===== src/rtl/mbox_pkg.sv =====
package mbox_pkg;
  localparam int DATA_W = 32;
  localparam int KEY_W  = 5;

  typedef enum logic [2:0] {
    K_PEER, K_LOCAL, K_CLR, K_SET, K_CTRL, K_ZERO, K_STORE
  } kind_e;

  localparam logic [DATA_W-1:0] CTRL_OR32 = 32'hF000_0002;
  localparam logic [DATA_W-1:0] CTRL_OR16 = 32'h0000_0002;
  localparam logic [3:0]        CTRL_CODE = 4'h2;

  function automatic kind_e kind_of(input logic [KEY_W-1:0] key);
    case (key)
      5'h00:   return K_PEER;
      5'h01:   return K_LOCAL;
      5'h02:   return K_CLR;
      5'h03:   return K_SET;
      5'h04:   return K_CTRL;
      5'h06:   return K_ZERO;
      default: return K_STORE;
    endcase
  endfunction
endpackage


===== src/rtl/mbox_decode.sv =====
module mbox_decode
  import mbox_pkg::*;
#(
  parameter int ADDR_W = 12
) (
  input  logic [ADDR_W-1:0] addr,
  output logic [KEY_W-1:0]  key,
  output kind_e             kind
);
  localparam logic [ADDR_W-1:0] SEL_MASK = ADDR_W'('h8F0);

  logic unused_addr_bits;
  assign unused_addr_bits = ^(addr & ~SEL_MASK);

  assign key  = {addr[11], addr[7:4]};
  assign kind = kind_of(key);
endmodule


===== src/rtl/mbox_flags.sv =====
module mbox_flags
  import mbox_pkg::*;
(
  input  logic              clk,
  input  logic              rst,
  input  logic [DATA_W-1:0] clr_mask,
  input  logic [DATA_W-1:0] set_mask,
  output logic [DATA_W-1:0] q
);
  always_ff @(posedge clk) begin
    if (rst) q <= '0;
    else     q <= (q & ~clr_mask) | set_mask;
  end
endmodule


===== src/rtl/mbox_ctrl.sv =====
module mbox_ctrl
  import mbox_pkg::*;
(
  input  logic              clk,
  input  logic              rst,
  input  logic              we,
  input  logic [3:0]        tog,
  output logic [DATA_W-1:0] q
);
  logic [DATA_W-1:0] nxt;

  always_comb begin
    nxt = q;
    if (tog[1] | tog[3]) nxt[15:12] = CTRL_CODE;
    if ((nxt[7:4] & tog) != 4'h0) nxt[7:4] = nxt[7:4] & ~tog;
    else                          nxt[7:4] = nxt[7:4] | tog;
  end

  always_ff @(posedge clk) begin
    if (rst)     q <= '0;
    else if (we) q <= nxt;
  end
endmodule


===== src/rtl/mbox_store.sv =====
module mbox_store
  import mbox_pkg::*;
#(
  parameter int SKEY_W = 5
) (
  input  logic              clk,
  input  logic              rst,
  input  logic              we_lo,
  input  logic              we_hi,
  input  logic [SKEY_W-1:0] key,
  input  logic [DATA_W-1:0] wdata,
  output logic [DATA_W-1:0] rdata
);
  localparam int DEPTH = 1 << SKEY_W;
  localparam int HALF  = DATA_W / 2;

  logic [HALF-1:0] mem_lo [DEPTH];
  logic [HALF-1:0] mem_hi [DEPTH];

  always_ff @(posedge clk) begin
    if (rst) begin
      for (int i = 0; i < DEPTH; i++) begin
        mem_lo[i] <= '0;
        mem_hi[i] <= '0;
      end
    end else begin
      if (we_lo) mem_lo[key] <= wdata[HALF-1:0];
      if (we_hi) mem_hi[key] <= wdata[DATA_W-1:HALF];
    end
  end

  assign rdata = {mem_hi[key], mem_lo[key]};
endmodule


===== src/rtl/mbox_regbank.sv =====
module mbox_regbank
  import mbox_pkg::*;
#(
  parameter int ADDR_W = 12
) (
  input  logic              clk,
  input  logic              rst,
  input  logic              rd_en,
  input  logic              wr_en,
  input  logic              acc32,
  input  logic [ADDR_W-1:0] addr,
  input  logic [31:0]       wdata,
  output logic [31:0]       rdata,
  input  logic              peer_mbox_we,
  input  logic [31:0]       peer_mbox_wdata,
  input  logic [31:0]       peer_set0,
  input  logic [31:0]       peer_clr0,
  input  logic [31:0]       peer_set1,
  input  logic [31:0]       peer_clr1
);
  localparam int HALF = DATA_W / 2;

  logic [KEY_W-1:0]  key;
  kind_e             kind;
  logic [DATA_W-1:0] wmask, wd_m;
  logic [DATA_W-1:0] peer_mbox_q, local_mbox_q, flag0_q, flag1_q, ctrl_q, store_rd;
  logic [DATA_W-1:0] loc_clr, loc_set, rd_val;

  mbox_decode #(.ADDR_W(ADDR_W)) u_dec (
    .addr (addr),
    .key  (key),
    .kind (kind)
  );

  assign wmask = acc32 ? '1 : {{HALF{1'b0}}, {HALF{1'b1}}};
  assign wd_m  = wdata & wmask;

  always_ff @(posedge clk) begin
    if (rst)               peer_mbox_q <= '0;
    else if (peer_mbox_we) peer_mbox_q <= peer_mbox_wdata;
  end

  always_ff @(posedge clk) begin
    if (rst)                           local_mbox_q <= '0;
    else if (wr_en && kind == K_LOCAL) local_mbox_q <= (local_mbox_q & ~wmask) | wd_m;
  end

  assign loc_clr = (wr_en && kind == K_CLR) ? wd_m : '0;
  assign loc_set = (wr_en && kind == K_SET) ? wd_m : '0;

  mbox_flags u_flag_clr (
    .clk      (clk),
    .rst      (rst),
    .clr_mask (peer_clr0 | loc_clr),
    .set_mask (peer_set0),
    .q        (flag0_q)
  );

  mbox_flags u_flag_set (
    .clk      (clk),
    .rst      (rst),
    .clr_mask (peer_clr1),
    .set_mask (peer_set1 | loc_set),
    .q        (flag1_q)
  );

  mbox_ctrl u_ctrl (
    .clk (clk),
    .rst (rst),
    .we  (wr_en && kind == K_CTRL),
    .tog (wd_m[7:4]),
    .q   (ctrl_q)
  );

  mbox_store #(.SKEY_W(KEY_W)) u_store (
    .clk   (clk),
    .rst   (rst),
    .we_lo (wr_en && kind == K_STORE),
    .we_hi (wr_en && kind == K_STORE && acc32),
    .key   (key),
    .wdata (wdata),
    .rdata (store_rd)
  );

  always_comb begin
    case (kind)
      K_PEER:  rd_val = peer_mbox_q;
      K_LOCAL: rd_val = local_mbox_q;
      K_CLR:   rd_val = flag0_q;
      K_SET:   rd_val = flag1_q;
      K_CTRL:  rd_val = ctrl_q | (acc32 ? CTRL_OR32 : CTRL_OR16);
      K_ZERO:  rd_val = '0;
      default: rd_val = store_rd;
    endcase
    rd_val = rd_val & wmask;
  end

  always_ff @(posedge clk) begin
    if (rst)        rdata <= '0;
    else if (rd_en) rdata <= rd_val;
  end
endmodule


===== config.mk =====
export PLATFORM = sky130hd
export DESIGN_NAME = mbox_regbank
export DESIGN_NICKNAME = d
export VERILOG_FILES = /design/src/rtl/mbox_pkg.sv /design/src/rtl/mbox_decode.sv /design/src/rtl/mbox_flags.sv /design/src/rtl/mbox_ctrl.sv /design/src/rtl/mbox_store.sv /design/src/rtl/mbox_regbank.sv
export SDC_FILE = /design/constraint.sdc
export NUM_CORES = 2
export LEC_CHECK = 0
export ABC_AREA = 0
export BUFFER_PORTS_ARGS = -buffer_cell sky130_fd_sc_hd__buf_2
export CAP_MARGIN = 20
export CORE_MARGIN = 2
export CORE_UTILIZATION = 34
export DETAILED_ROUTE_END_ITERATION = 8
export GPL_TIMING_DRIVEN = 0
export REMOVE_ABC_BUFFERS = 1
export SETUP_SLACK_MARGIN = 0.02
export SYNTH_ARGS = -nofsm -noshare
export SYNTH_HDL_FRONTEND = slang
export SYNTH_SLANG_ARGS = --single-unit

===== constraint.sdc =====
create_clock -name clk -period 10.7 [get_ports clk]
set_clock_uncertainty 0.2 [all_clocks]
set_input_delay 2.675 -clock clk [delete_from_list [all_inputs] [get_ports clk]]
set_output_delay 2.675 -clock clk [all_outputs]
set_load 0.005 [all_outputs]

[Word-level counts from Yosys, hierarchy flattened]
Memories as Yosys holds them, arrays and structs flattened.
Index checks and enable logic that the tools add are counted.
Cells by class
  equality and inequality tests: 11
  multiplexer cells: 21
  bitwise operators: 19
  reductions and logical operators: 12
Operators by type and width (count)
  one-hot mux 32 bit (6 select lines): 1
  bitwise AND 32 bit: 5
  bitwise OR 32 bit: 5
  two-way mux 32 bit: 4
  inverter 32 bit: 3
  two-way mux 16 bit: 2
  bitwise OR 14 x 32 -> 32 bit: 1
  OR reduction 16 bit: 2
  one-hot mux 3 bit (6 select lines): 1
  == test 5 x 2 -> 1 bit (second input constant): 2
  == test 5 x 3 -> 1 bit (second input constant): 2
  two-way mux 1 bit: 10
  two-way mux 5 bit: 2
  == test 3 bit (second input constant): 3
  bitwise AND 4 bit: 2
  == test 3 x 2 -> 1 bit (second input constant): 2
  logical AND 1 bit: 6
  == test 5 x 1 -> 1 bit (second input constant): 1
  zero test 5 bit: 1
  two-way mux 4 bit: 1
  inverter 4 bit: 1
  bitwise OR 4 bit: 1
  nonzero test 4 bit: 1
  == test 3 x 1 -> 1 bit (second input constant): 1
  3 further kinds: 3
Storage, ports and cells
  flip-flop bits (word level): 165
  RAM bits: 1024
  input bits: 210
  output and inout port bits: 32
  memories: 2
Memories
  u_store.mem_hi: words 32, bits a word 16, rd ports 1, clocked after Yosys merged registers in 0, wr ports 32, RTL line mbox_store.sv:18  | logic [HALF-1:0] mem_hi [DEPTH];
  u_store.mem_lo: words 32, bits a word 16, rd ports 1, clocked after Yosys merged registers in 0, wr ports 32, RTL line mbox_store.sv:17  | logic [HALF-1:0] mem_lo [DEPTH];

[Logic depth before layout (Yosys ltp)]
  depth after elaboration: 10
  mapped depth: 15
  mapped depth without buffers: 10

[Cells and area by module]
Synthesis repeated with hierarchy kept, for this count alone.
Second synthesis, totals
  cells, all modules: 4406
  area, all modules: 55807.3 µm²
Modules (own cells, without submodules)
  mbox_store: times used 1, cells an instance 3373, area each 47275.3 µm², sequential area each 30749.5 µm²
  mbox_regbank: times used 1, cells an instance 705, area each 5680.4 µm², sequential area each 1921.8 µm²
  mbox_flags: times used 2, cells an instance 131, area each 1154.9 µm², sequential area each 640.6 µm²
  mbox_ctrl: times used 1, cells an instance 54, area each 459.2 µm², sequential area each 100.1 µm²
  mbox_decode: times used 1, cells an instance 12, area each 82.6 µm², sequential area each 0.0 µm²

[Least setup slack after synthesis]
No wires, ideal clock.
  path kind: input to register
  start point: input addr[4]
  end point: memory u_store.mem_lo[4][0] in the netlist's numbering, enable pin
  setup time: 0.375 ns
  data arrival time: 5.441 ns
  required time: 10.125 ns
  path slack: 4.684 ns
  stages on the path: 13
  buffers on the path: 6
  cells stage by stage: buf_4 -> buf_4 -> buf_4 -> buf_4 -> buf_4 -> or3_1 -> ha_1 -> nand2_1 -> or2_4 -> nor4_4 -> buf_4 -> nand2_2 -> nand2b_1
RTL lines
  start, declared: RTL line mbox_regbank.sv:11  | input logic [ADDR_W-1:0] addr,
  end, declared: RTL line mbox_store.sv:17

==> run metrics <==
run status completed; Synth Instances 4,188; number of port buffers 234; PwrDens 166 nW/um^2; total iterations of the first detailed-routing run 7; Hold Startpoint u_ctrl.q[13]; initial core utilization 34.3%; YS warnings 0; endpoints failing setup 0; Critical Path AT 8160 ps; row count 144; CP required 10,920 ps; Yosys top cell area share 58.0%; fmax 126 MHz; vias per cell 5.59; largest net degree at the start of global routing 140; CTS buffer count 110; Post-Syn Area 53,000 sq um; Primary FF master, synth edfxtp_1; num ports 242; Mean Syn Cell Area 12.7 sq um; Core ar. 154,000 sq um; cts-stage hold buffer count 0; Synth area leaders edfxtp_1, dfxtp_1, mux2i_1; layout cells sized above 1 16.0%; Resized Gates After CTS 0; CTS max path bufs 3; Yosys top cell by area edfxtp_1; final WL 164 mm; Setup crit start addr[6]; P_leak 0.0232 uW; Max Slew Vio Count 0; NumNets Final 4,481; Critical Path Fanout Max 30; Worst VDD drop 0.000143 V; Tot Pwr 10,100 uW; gr usage total 20.0%; CTS clk-pin slew, worst paths 60 ps; # clock sinks 1,189; Hold Vio Cnt, Final 0; pre-CTS worst setup slack 2120 ps; routability cong. 0.800; initial drt markers 4,048; number of global-route vias before repair 34,300; sequential area share after synthesis 64.2%; via count of the routed design 35,800; Synth async-reset ratio 0%; hpwl dp 106 mm; GRT overflow 0; worst slew pin tran 1150 ps; CTS tree done; WHS Path Cells 2; H-tree depth 3; die extent in x 399 microns; Final Util 39.3%; Critical R2R Launch u_store.mem_lo[3][5]; drt drc 0; Final Cycle Share 74.2%; Routed Antenna Nets 0; Max-slew headroom 23.1%; chip height 399 microns; R2R depth 5; initial antenna violation count 11; first-pass GRT wire length 235 mm; Synth Register Bits 1,189; Setup crit end kind flop; Root Buffer clkbuf_16; synthesis-to-finish area growth 14.5%; count of different cell masters after synthesis 66; crit path kind in -> reg; unrepaired setup endpoints after global routing false; count of flip-flops with a built-in enable after synthesis 1,024; number of post-CTS setup repair buffers 0; setup_tns 0 ps; max-cap viol count 0; final setup margin 2760 ps; startpoint types input pin; min cycle time layout 7940 ps; WL per Instance 25.5 microns; Hold Path Class reg -> reg; Worst-Skew Late Latency 710 ps; total die area 159,000 sq um
-- per-stage QoR --
step	instance area, sq um	hold WS, ps	cells
6_report	60700	253	6409
2_1_floorplan	51100	219	3812
3_5_place_dp	57100	246	6195
5_1_grt	60700	271	6406
3_3_place_gp	54900	237	6090
4_1_cts	60500	255	6398
-- area by class of cell --
cell class / count / area (sq um)
Sequential cell: 1189 / 34100
Multi-Input combinational cell: 2554 / 17000
Tap cell: 2044 / 2560
Inverter: 69 / 259
Fill cell: 14400 / 93700
Clock inverter: 43 / 264
Timing Repair Buffer: 346 / 3410
Antenna cell: 4 / 10.0
Clock buffer: 160 / 3180
-- flip-flops by register name, indices dropped and copies added, names as in the netlist, named ones only --
signal,count
u_flag_clr.q,32
u_store.mem_hi,512
u_store.mem_lo,512
peer_mbox_q,32
u_flag_set.q,32
local_mbox_q,16
u_ctrl.q,1
rdata,32
-- routing by layer --
metal	up-vias	share of wire [%]	track usage (%)
met5	-	0.038	0
met4	10	3.4	6.81
li1	15700	-	-
met1	18300	41	27.0
met2	1487	48	32.7
met3	291	7.0	3.14
-- placed cells by master (no fill, tap or decap), types with 86 or more instances in the layout --
cell type	Yosys	final
o22ai_1	90	90
and3_1	486	484
nor2_1	592	581
clkbuf_16	0	116
edfxtp_1	1024	1024
mux2i_1	314	314
buf_2	116	230
dfxtp_1	165	165
nand2_1	150	149
a21oi_1	128	128
a211oi_1	86	86
-- kinds of logic after synthesis --
family | Yosys count | share of synthesized area [%]
and+or+nand+nor | 1515 | 14.5
other | 1 | 0.00707
AOI/OAI and AO/OA | 545 | 7.15
DFF | 1189 | 64.2
buffers and inverters | 508 | 4.45
muxes | 429 | 9.65
adders and majority gates | 1 | 0.0236
-- report_power, final --
group,internal [uW],switching (uW),total (uW)
Sequential,5270,77.9,5350
Combinational,293,559,852
Clock,2100,1750,3850
-- Yosys cell counts (all sizes together) (15+ instances only) --
| library cell | n |
|---|---|
| a211o | 15 |
| a211oi | 87 |
| a21oi | 128 |
| a221oi | 27 |
| a222oi | 27 |
| a22oi | 58 |
| a31o | 27 |
| a31oi | 34 |
| and3 | 486 |
| buf | 195 |
| clkbuf | 244 |
| dfxtp | 165 |
| edfxtp | 1024 |
| inv | 69 |
| mux2 | 55 |
| mux2i | 314 |
| mux4 | 60 |
| nand2 | 166 |
| nand2b | 40 |
| nand3 | 68 |
| nand4 | 17 |
| nor2 | 595 |
| nor2b | 67 |
| nor3 | 33 |
| o21ai | 15 |
| o22ai | 91 |
-- worst paths after layout --
kind              slack [ps]              endpoint
setup reg to reg        8040              rdata[5]
hold reg to reg          250          u_ctrl.q[13]
hold / removal           250          u_ctrl.q[13]
setup / recovery        2760  u_store.mem_lo[6][1]
-- critical path, cell delays in order --
cell and delay [ps]:
buf_2 670, nand2b_1 450, nor2_2 150, buf_8 200
inv_1 420, ha_1 500, nand2_1 120, nor2_1 150
nand2_1 120, nor2_4 730, nand2_1 770, nand2b_1 880
buf_8 250
Note: power is estimated with default switching activity, not from simulation.
